<file path="src/rtl/kwdog_pkg.sv">
package kwdog_pkg;
  localparam int KWD_CNT_BITS   = 8;
  localparam int KWD_KEY_BITS   = 7;
  localparam int KWD_PRESC_BITS = 17;

  typedef enum logic {
    WD_CMD_STOP  = 1'b0,
    WD_CMD_START = 1'b1
  } wd_cmd_e;

  typedef struct packed {
    logic go;
    logic halt;
  } wd_accept_t;
endpackage

</file>
<file path="src/rtl/kwdog_prescale.sv">
module kwdog_prescale #(
  parameter int PRESC_W = 17
) (
  input  logic clk,
  input  logic rst_n,
  input  logic clr,
  input  logic en,
  output logic tick
);
  localparam logic [PRESC_W-1:0] LAST = {PRESC_W{1'b1}};

  logic [PRESC_W-1:0] div_q;

  assign tick = en && (div_q == LAST);

  always_ff @(posedge clk) begin
    if (!rst_n || clr) begin
      div_q <= '0;
    end else if (en) begin
      div_q <= div_q + 1'b1;
    end
  end
endmodule

</file>
<file path="src/rtl/kwdog_keygate.sv">
module kwdog_keygate
  import kwdog_pkg::*;
#(
  parameter int KEY_W = 7
) (
  input  logic             clk,
  input  logic             rst_n,
  input  logic             wr_en,
  input  logic             wr_cmd,
  input  logic [KEY_W-1:0] wr_key,
  input  logic             lock,
  output wd_accept_t       acc
);
  logic             have_q;
  logic [KEY_W-1:0] ref_q;
  logic             key_ok;
  logic             take;

  function automatic logic key_follows(input logic [KEY_W-1:0] prev,
                                       input logic [KEY_W-1:0] cand);
    return cand == (prev ^ {KEY_W{1'b1}});
  endfunction

  assign key_ok   = !have_q || key_follows(ref_q, wr_key);
  assign take     = wr_en && !lock && key_ok;
  assign acc.go   = take && (wd_cmd_e'(wr_cmd) == WD_CMD_START);
  assign acc.halt = take && (wd_cmd_e'(wr_cmd) == WD_CMD_STOP);

  always_ff @(posedge clk) begin
    if (!rst_n) begin
      have_q <= 1'b0;
      ref_q  <= '0;
    end else if (take) begin
      have_q <= 1'b1;
      ref_q  <= wr_key;
    end
  end
endmodule

</file>
<file path="src/rtl/kwdog_core.sv">
module kwdog_core #(
  parameter int CNT_W = 8
) (
  input  logic             clk,
  input  logic             rst_n,
  input  logic             go,
  input  logic             halt,
  input  logic             tick,
  input  logic [CNT_W-1:0] load_val,
  output logic [CNT_W-1:0] cnt,
  output logic             run,
  output logic             nmi,
  output logic             bite
);
  logic [CNT_W-1:0] cnt_q, cnt_d;
  logic             run_q, run_d;
  logic             nmi_q, nmi_d;
  logic             bite_q, bite_d;
  logic             wrote;
  logic             reach1, reach0;

  function automatic logic [CNT_W-1:0] step_down(input logic [CNT_W-1:0] v);
    return (v == '0) ? v : v - 1'b1;
  endfunction

  always_comb begin
    cnt_d = cnt_q;
    run_d = run_q;
    wrote = 1'b0;
    if (bite_q) begin
      run_d = 1'b0;
    end else if (go) begin
      cnt_d = load_val;
      run_d = 1'b1;
      wrote = 1'b1;
    end else if (halt) begin
      run_d = 1'b0;
    end else if (tick && run_q && cnt_q != '0) begin
      cnt_d = step_down(cnt_q);
      wrote = 1'b1;
    end
    reach1 = wrote && (cnt_d == {{(CNT_W-1){1'b0}}, 1'b1});
    reach0 = wrote && (cnt_d == '0);
    if (reach0) run_d = 1'b0;
    if (reach1 || reach0)   nmi_d = 1'b1;
    else if (go || halt)    nmi_d = 1'b0;
    else                    nmi_d = nmi_q;
    bite_d = bite_q || reach0;
  end

  always_ff @(posedge clk) begin
    if (!rst_n) begin
      cnt_q  <= '0;
      run_q  <= 1'b0;
      nmi_q  <= 1'b0;
      bite_q <= 1'b0;
    end else begin
      cnt_q  <= cnt_d;
      run_q  <= run_d;
      nmi_q  <= nmi_d;
      bite_q <= bite_d;
    end
  end

  assign cnt  = cnt_q;
  assign run  = run_q;
  assign nmi  = nmi_q;
  assign bite = bite_q;
endmodule

</file>
<file path="src/rtl/kwdog_top.sv">
module kwdog_top
  import kwdog_pkg::*;
#(
  parameter int CNT_W   = KWD_CNT_BITS,
  parameter int KEY_W   = KWD_KEY_BITS,
  parameter int PRESC_W = KWD_PRESC_BITS
) (
  input  logic             clk,
  input  logic             rst_n,
  input  logic             wr_en,
  input  logic [CNT_W-1:0] wr_count,
  input  logic             wr_cmd,
  input  logic [KEY_W-1:0] wr_key,
  output logic             nmi_req,
  output logic             chip_rst,
  output logic [CNT_W-1:0] wd_count,
  output logic             wd_running
);
  wd_accept_t acc;
  logic       acc_start;
  logic       acc_stop;
  logic       tick;

  assign acc_start = acc.go;
  assign acc_stop  = acc.halt;

  kwdog_keygate #(.KEY_W(KEY_W)) u_key (
    .clk    (clk),
    .rst_n  (rst_n),
    .wr_en  (wr_en),
    .wr_cmd (wr_cmd),
    .wr_key (wr_key),
    .lock   (chip_rst),
    .acc    (acc)
  );

  kwdog_prescale #(.PRESC_W(PRESC_W)) u_pre (
    .clk   (clk),
    .rst_n (rst_n),
    .clr   (acc_start),
    .en    (wd_running && !chip_rst),
    .tick  (tick)
  );

  kwdog_core #(.CNT_W(CNT_W)) u_core (
    .clk      (clk),
    .rst_n    (rst_n),
    .go       (acc_start),
    .halt     (acc_stop),
    .tick     (tick),
    .load_val (wr_count),
    .cnt      (wd_count),
    .run      (wd_running),
    .nmi      (nmi_req),
    .bite     (chip_rst)
  );
endmodule

</file>
<file path="config.mk">
export PLATFORM = sky130hd
export DESIGN_NAME = kwdog_top
export DESIGN_NICKNAME = d
export VERILOG_FILES = /design/src/rtl/kwdog_pkg.sv /design/src/rtl/kwdog_prescale.sv /design/src/rtl/kwdog_keygate.sv /design/src/rtl/kwdog_core.sv /design/src/rtl/kwdog_top.sv
export SDC_FILE = /design/constraint.sdc
export NUM_CORES = 1
export LEC_CHECK = 0
export CELL_PAD_IN_SITES_DETAIL_PLACEMENT = 1
export CELL_PAD_IN_SITES_GLOBAL_PLACEMENT = 1
export CORE_UTILIZATION = 39
export DETAILED_ROUTE_END_ITERATION = 12
export GPL_ROUTABILITY_DRIVEN = 0
export PLACE_DENSITY_LB_ADDON = 0.1
export REMOVE_ABC_BUFFERS = 1
export SKIP_LAST_GASP = 1
export SYNTH_ARGS = -nofsm -noshare
export SYNTH_HDL_FRONTEND = slang
export SYNTH_SLANG_ARGS = --single-unit
</file>
<file path="constraint.sdc">
create_clock -name clk -period 3.3 [get_ports clk]
set_input_delay 0.66 -clock clk [delete_from_list [all_inputs] [get_ports clk]]
set_output_delay 0.66 -clock clk [all_outputs]
set_load 0.01 [all_outputs]
</file>
### Word-level counts from Yosys, hierarchy flattened

Index checks and enable logic that the tools add are counted.

| operators by class | value |
|---|---|
| add/sub/neg operators | 2 |
| equal/unequal tests | 3 |
| mux-type cells | 13 |
| bitwise operators | 3 |
| reduce and logical (&&, ||, !) cells | 24 |

Operator list:

| operator | number |
|---|---|
| 8-bit two-way mux | 5 |
| 17-bit by 1-bit adder with 17-bit output (second input constant) | 1 |
| 17-bit == test (second input constant) | 1 |
| 8-bit zero test | 2 |
| 1-bit logical AND | 10 |
| 8-bit by 1-bit == test with 1-bit output (second input constant) | 1 |
| 1-bit two-way mux | 8 |
| 8-bit nonzero test | 1 |
| 8-bit by 1-bit subtractor with 8-bit output (second input constant) | 1 |
| 7-bit == test | 1 |
| 7-bit NOT | 1 |
| 1-bit logical OR | 5 |
| 2-bit nonzero test | 2 |
| 1-bit zero test | 3 |
| 3-bit OR reduction | 1 |
| 1-bit NOT | 2 |

| storage, ports and cells | value |
|---|---|
| register bits after elaboration | 36 |
| bits of input ports | 19 |
| output and inout port bits | 11 |
| logic and storage cells | 52 |

### Logic depth before layout (Yosys ltp)

| logic depth | value |
|---|---|
| depth after elaboration | 13 |
| gate-level depth with buffers | 12 |
| gate-level depth less buffers | 12 |

### By module

A second synthesis with hierarchy kept.

| unflattened totals | value |
|---|---|
| cell total of the unflattened synthesis | 241 |
| area, all modules | 2,117.0 sq um |

Modules (own cells, without submodules):

| module | instances | cells each | area each (sq um) | sequential area each (sq um) |
|---|---|---|---|---|
| kwdog_core | 1 | 102 | 845.8 | 220.2 |
| kwdog_prescale | 1 | 93 | 837.1 | 340.3 |
| kwdog_keygate | 1 | 45 | 420.4 | 160.2 |
| kwdog_top | 1 | 1 | 13.8 | 0.0 |

### Least setup slack after synthesis

No wires, ideal clock.

| path | value |
|---|---|
| kind | register to register |
| start | register u_pre.div_q[9] |
| end | register u_core.run_q, in the netlist u_core.run |
| setup time | 0.115 ns |
| arrival time | 2.301 ns |
| data required time | 3.185 ns |
| setup slack | 0.885 ns |
| cell stages (with the launch flop) | 13 |
| buffers on the path | 0 |
| period minus slack after synthesis | 2.415 ns |
| path through | dfxtp_1 nand3_1 nor2_1 nand3_1 nor4_1 ha_1 nand3b_1 nor4_1 mux2i_1 nand2_1 o32ai_1 nand3_1 o21a_1 |

| on the way | value |
|---|---|
| word-level cells in the longest chain between the ends | 11 |
| elaborated cells between the ends (all ways) | 15 |
| those cells by class | eq/ne: 1; mux: 8; reduce/logical: 6 |

Ends and longest elaborated chain:

| element | RTL line | source |
|---|---|---|
| start: declaration | kwdog_prescale.sv:12 | `logic [PRESC_W-1:0] div_q;` |
| start signal: assignment | kwdog_prescale.sv:20 | `div_q <= div_q + 1'b1;` |
| 17-bit == test * | kwdog_prescale.sv:14 | `assign tick = en && (div_q == LAST);` |
| 1-bit logical AND * | kwdog_prescale.sv:14 |  |
| 1-bit logical AND * (2 in series) | kwdog_core.sv:38 | `end else if (tick && run_q && cnt_q != '0) begin` |
| 8-bit two-way mux | kwdog_core.sv:38 |  |
| 8-bit two-way mux | kwdog_core.sv:36 | `end else if (halt) begin` |
| 8-bit two-way mux | kwdog_core.sv:32 | `end else if (go) begin` |
| 8-bit two-way mux | kwdog_core.sv:30 | `if (bite_q) begin` |
| 8-bit zero test | kwdog_core.sv:43 | `reach0 = wrote && (cnt_d == '0);` |
| 1-bit logical AND * | kwdog_core.sv:43 |  |
| 3-bit OR reduction (no source line) * | -- |  |
| end signal: assignment | kwdog_core.sv:59 | `run_q <= run_d;` |
| end: declaration | kwdog_core.sv:16 | `logic run_q, run_d;` |

Mark *: on every way between the ends. The rest lies on a longest branch, timed or not.
A chain may end at the register's enable or synchronous reset.

### Final worst setup path

| path | value |
|---|---|
| start | input port wr_key[6] |
| end | register u_core.run_q, in the netlist u_core.run |

| on the way | value |
|---|---|
| word-level cells in the longest chain between the ends | 10 |
| elaborated cells between the ends (all ways) | 16 |
| those cells by class | eq/ne: 1; mux: 7; reduce/logical: 8 |

Ends and longest elaborated chain:

| element | RTL line | source |
|---|---|---|
| start: declaration | kwdog_top.sv:13 | `input logic [KEY_W-1:0] wr_key,` |
| 7-bit == test * | kwdog_keygate.sv:21 | `return cand == (prev ^ {KEY_W{1'b1}});` |
| 1-bit logical OR * | kwdog_keygate.sv:24 | `assign key_ok = !have_q \|\| key_follows(ref_q, wr_key);` |
| 1-bit logical AND * | kwdog_keygate.sv:25 | `assign take = wr_en && !lock && key_ok;` |
| 1-bit logical AND | kwdog_keygate.sv:27 | `assign acc.halt = take && (wd_cmd_e'(wr_cmd) == WD_CMD_STOP);` |
| 8-bit two-way mux | kwdog_core.sv:36 |  |
| 8-bit two-way mux | kwdog_core.sv:32 |  |
| 8-bit two-way mux | kwdog_core.sv:30 |  |
| 8-bit zero test | kwdog_core.sv:43 |  |
| 1-bit logical AND | kwdog_core.sv:43 |  |
| 3-bit OR reduction (no source line) | -- |  |

Marks and branches as above.

==> metrics.cfg <==
[cells_and_area]
antenna_cells=0
fin_nets=288
layout_commonest_cell=nand2_1
drive_gt1_frac=0.0789
final_cell_mix=39 x nand2_1, 36 x dfxtp_1, 29 x clkdlybuf4s50_1
fillCellCount=569
syn_to_final_growth_pct=25.0

[logic_synthesis]
synthFlopType=dfxtp_1
synth_fa_ha_area_frac=0.0261
synth_area_leader_cell=dfxtp_1
synth_top_area_frac=0.376
yosys.area_share.simple=0.325
ys_seq_area_frac=0.376
synth_cell_types=37
netlist_top_cells_area=dfxtp_1 38%, nand2_1 7.6%, xor2_1 7.3%
ys_warn_count=0
syn_inst=233
synth_area_sq_um=1910
synthXorXnorAreaFrac=0.0915
synth_compound_area_frac=0.123
synth_area_per_cell_sq_um=8.22
synth_top_family_by_area=simple AND/OR/NAND/NOR gates
async_flop_share=0
synth-edff-count=0
synth_seq_cells=36
synthMuxAreaShare=0.0209

[floorplan]
chipWidth_microns=72.1
die_area_sq_um=5190
die_h_microns=72.1
coreArea_sq_um=4720
rows=25
num_io_pins=30
initial_core_util=0.405

[global_routing]
grt_util_met1=0.242
grt_use_total=0.195
grt_max_degree=23
gr-max-usage-layer=met2
grt_pass1_wl_microns=7870
met2_usage=0.333
antenna_found_initial=0
overflow=0
grtUsageMet3=0.0417
grt_pass1_vias=1655

[clocking]
cts_resized=0
cts.clk_slew.worst_paths_ns=0.08
cts_tree=yes
clk_latency_ns=0.29
cts_sinks=36
cts-root-buf=clkbuf_8
cts-hold-fix-buffers=0
cts_buffers=5
post-cts-setup-buffers=0
cts_buffer_depth=2
htreeDepth=2

[sta]
layout_min_cycle_time_ns=2.90
finalSetupTns_ns=0
clock_skew_ns=0.00628
final-setup-viol-count=0
slew_violations=0
rsz0062_at_grt=no
slew_headroom=0.510
final_hold_viol_count=0
setup_ws_ns=0.399
max_freq_mhz=345
post-route-period-util=0.879
worst_slew_pin_slew_ns=0.733

[routing]
viasPerCell=5.08
via_count=1690
wl_per_cell_microns=14.1
detail-route-antenna-nets=0
drc_errors=0
first_pass_iters=4
first_iter_violations=63
routed_wl_microns=4680

[power_and_ir_drop]
p_per_area_nw_per_um2=416
irDropWorstVdd_uv=167
p_total_w=0.000994
p_leak_nw=0.867

[worst_setup_path]
reg2reg_from=u_pre.div_q[9]
cp-start-kind=input port
crit_end=u_core.run
worstPathRequired_ns=3.49
critPathKind=in2reg
r2r-end=u_core.run
startpoint=wr_key[6]
cp_max_fo=14
cp.arrival_ns=3.09
rr_worst_depth=12
end_kind=flop
r2r_slack_ns=0.40

[place]
port_buffers=29
dpl_worst_slack_ns=0.107
dp_hpwl_microns=3480

[run_status]
status=complete, no violations

[job]
cap_violations=0

[worst_hold_path]
hp-class=reg2reg

layer usage:
| metal | up-vias | part of all wire |
|---|---|---|
| met5 | - | 0 |
| met4 | 0 | 0.013 |
| met3 | 8 | 0.026 |
| met2 | 23 | 0.49 |
| met1 | 790 | 0.47 |
| li1 | 869 | - |
cells in the mapped netlist, drive strengths merged, types with 5 or more instances:
library cell / count
a21boi: 7
nor2: 18
dfxtp: 36
nand3: 7
nand2: 39
a21oi: 11
clkbuf: 6
nand2b: 7
and3: 6
inv: 6
nor2b: 9
nor4: 5
nor3: 9
o21ai: 5
or3: 5
xor2: 16
nand4: 8
logic make-up after synthesis:
group,count (synthesis)
simple gates,120
xor+xnor,20
buf+inv,16
flops,36
fa+ha+maj,4
mux,4
compound gates,33
area by class of cell:
cell class | instances | area [sq um] | share of cell area
multi-input combinational | 181 | 1120 | 0.469
timing repair buffer | 35 | 335 | 0.140
clock inverter | 2 | 35.0 | 0.0146
inverter | 6 | 22.5 | 0.00941
clock buffer | 6 | 72.6 | 0.0303
sequential | 36 | 721 | 0.301
tap | 67 | 83.8 | 0.0350
registers in the layout, summed over array words and instances (netlist names):
register / cells
u_core.bite: 1
u_core.cnt: 8
u_core.nmi: 1
u_core.run: 1
u_key.have_q: 1
u_key.ref_q: 7
u_pre.div_q: 17
critical path: stages:
cell             delay, ns
clkdlybuf4s50_1       0.49
xor2_1                0.17
nand4_1               0.15
o32a_1                0.55
and2_1                0.28
a221oi_2              0.33
nand4_1               0.23
o21a_1                0.23
report_power, final:
group / leakage [nW] / total [W] / internal [W] / switching [W]
Sequential: 0.292 / 0.000463 / 0.000448 / 0.0000151
Clock: 0.0552 / 0.000386 / 0.000224 / 0.000162
Combinational: 0.519 / 0.000146 / 0.0000714 / 0.0000744
Total: 0.867 / 0.000994 / 0.000743 / 0.000251
metrics by stage:
step                       util  hold slack [ns]  area (sq um)  cells
after global placement    0.484            0.446          2280    325
after CTS                 0.506            0.470          2390    333
after detailed placement  0.484            0.459          2280    325
after floorplan               -            0.441          1870    223
after global routing      0.506            0.502          2390    333
final                     0.506            0.467          2390    333
worst min path at each step:
stage                     from              end  slack, ns  cells past startpoint
2_1_floorplan  u_pre.div_q[16]  u_pre.div_q[16]       0.44                      2
3_3_place_gp   u_pre.div_q[16]  u_pre.div_q[16]       0.45                      2
3_5_place_dp   u_pre.div_q[16]  u_pre.div_q[16]       0.46                      2
4_1_cts        u_pre.div_q[16]  u_pre.div_q[16]       0.47                      2
5_1_grt        u_pre.div_q[16]  u_pre.div_q[16]       0.50                      2
6_report       u_pre.div_q[16]  u_pre.div_q[16]       0.47                      2
No activity file was read; power rests on OpenSTA's default activity.
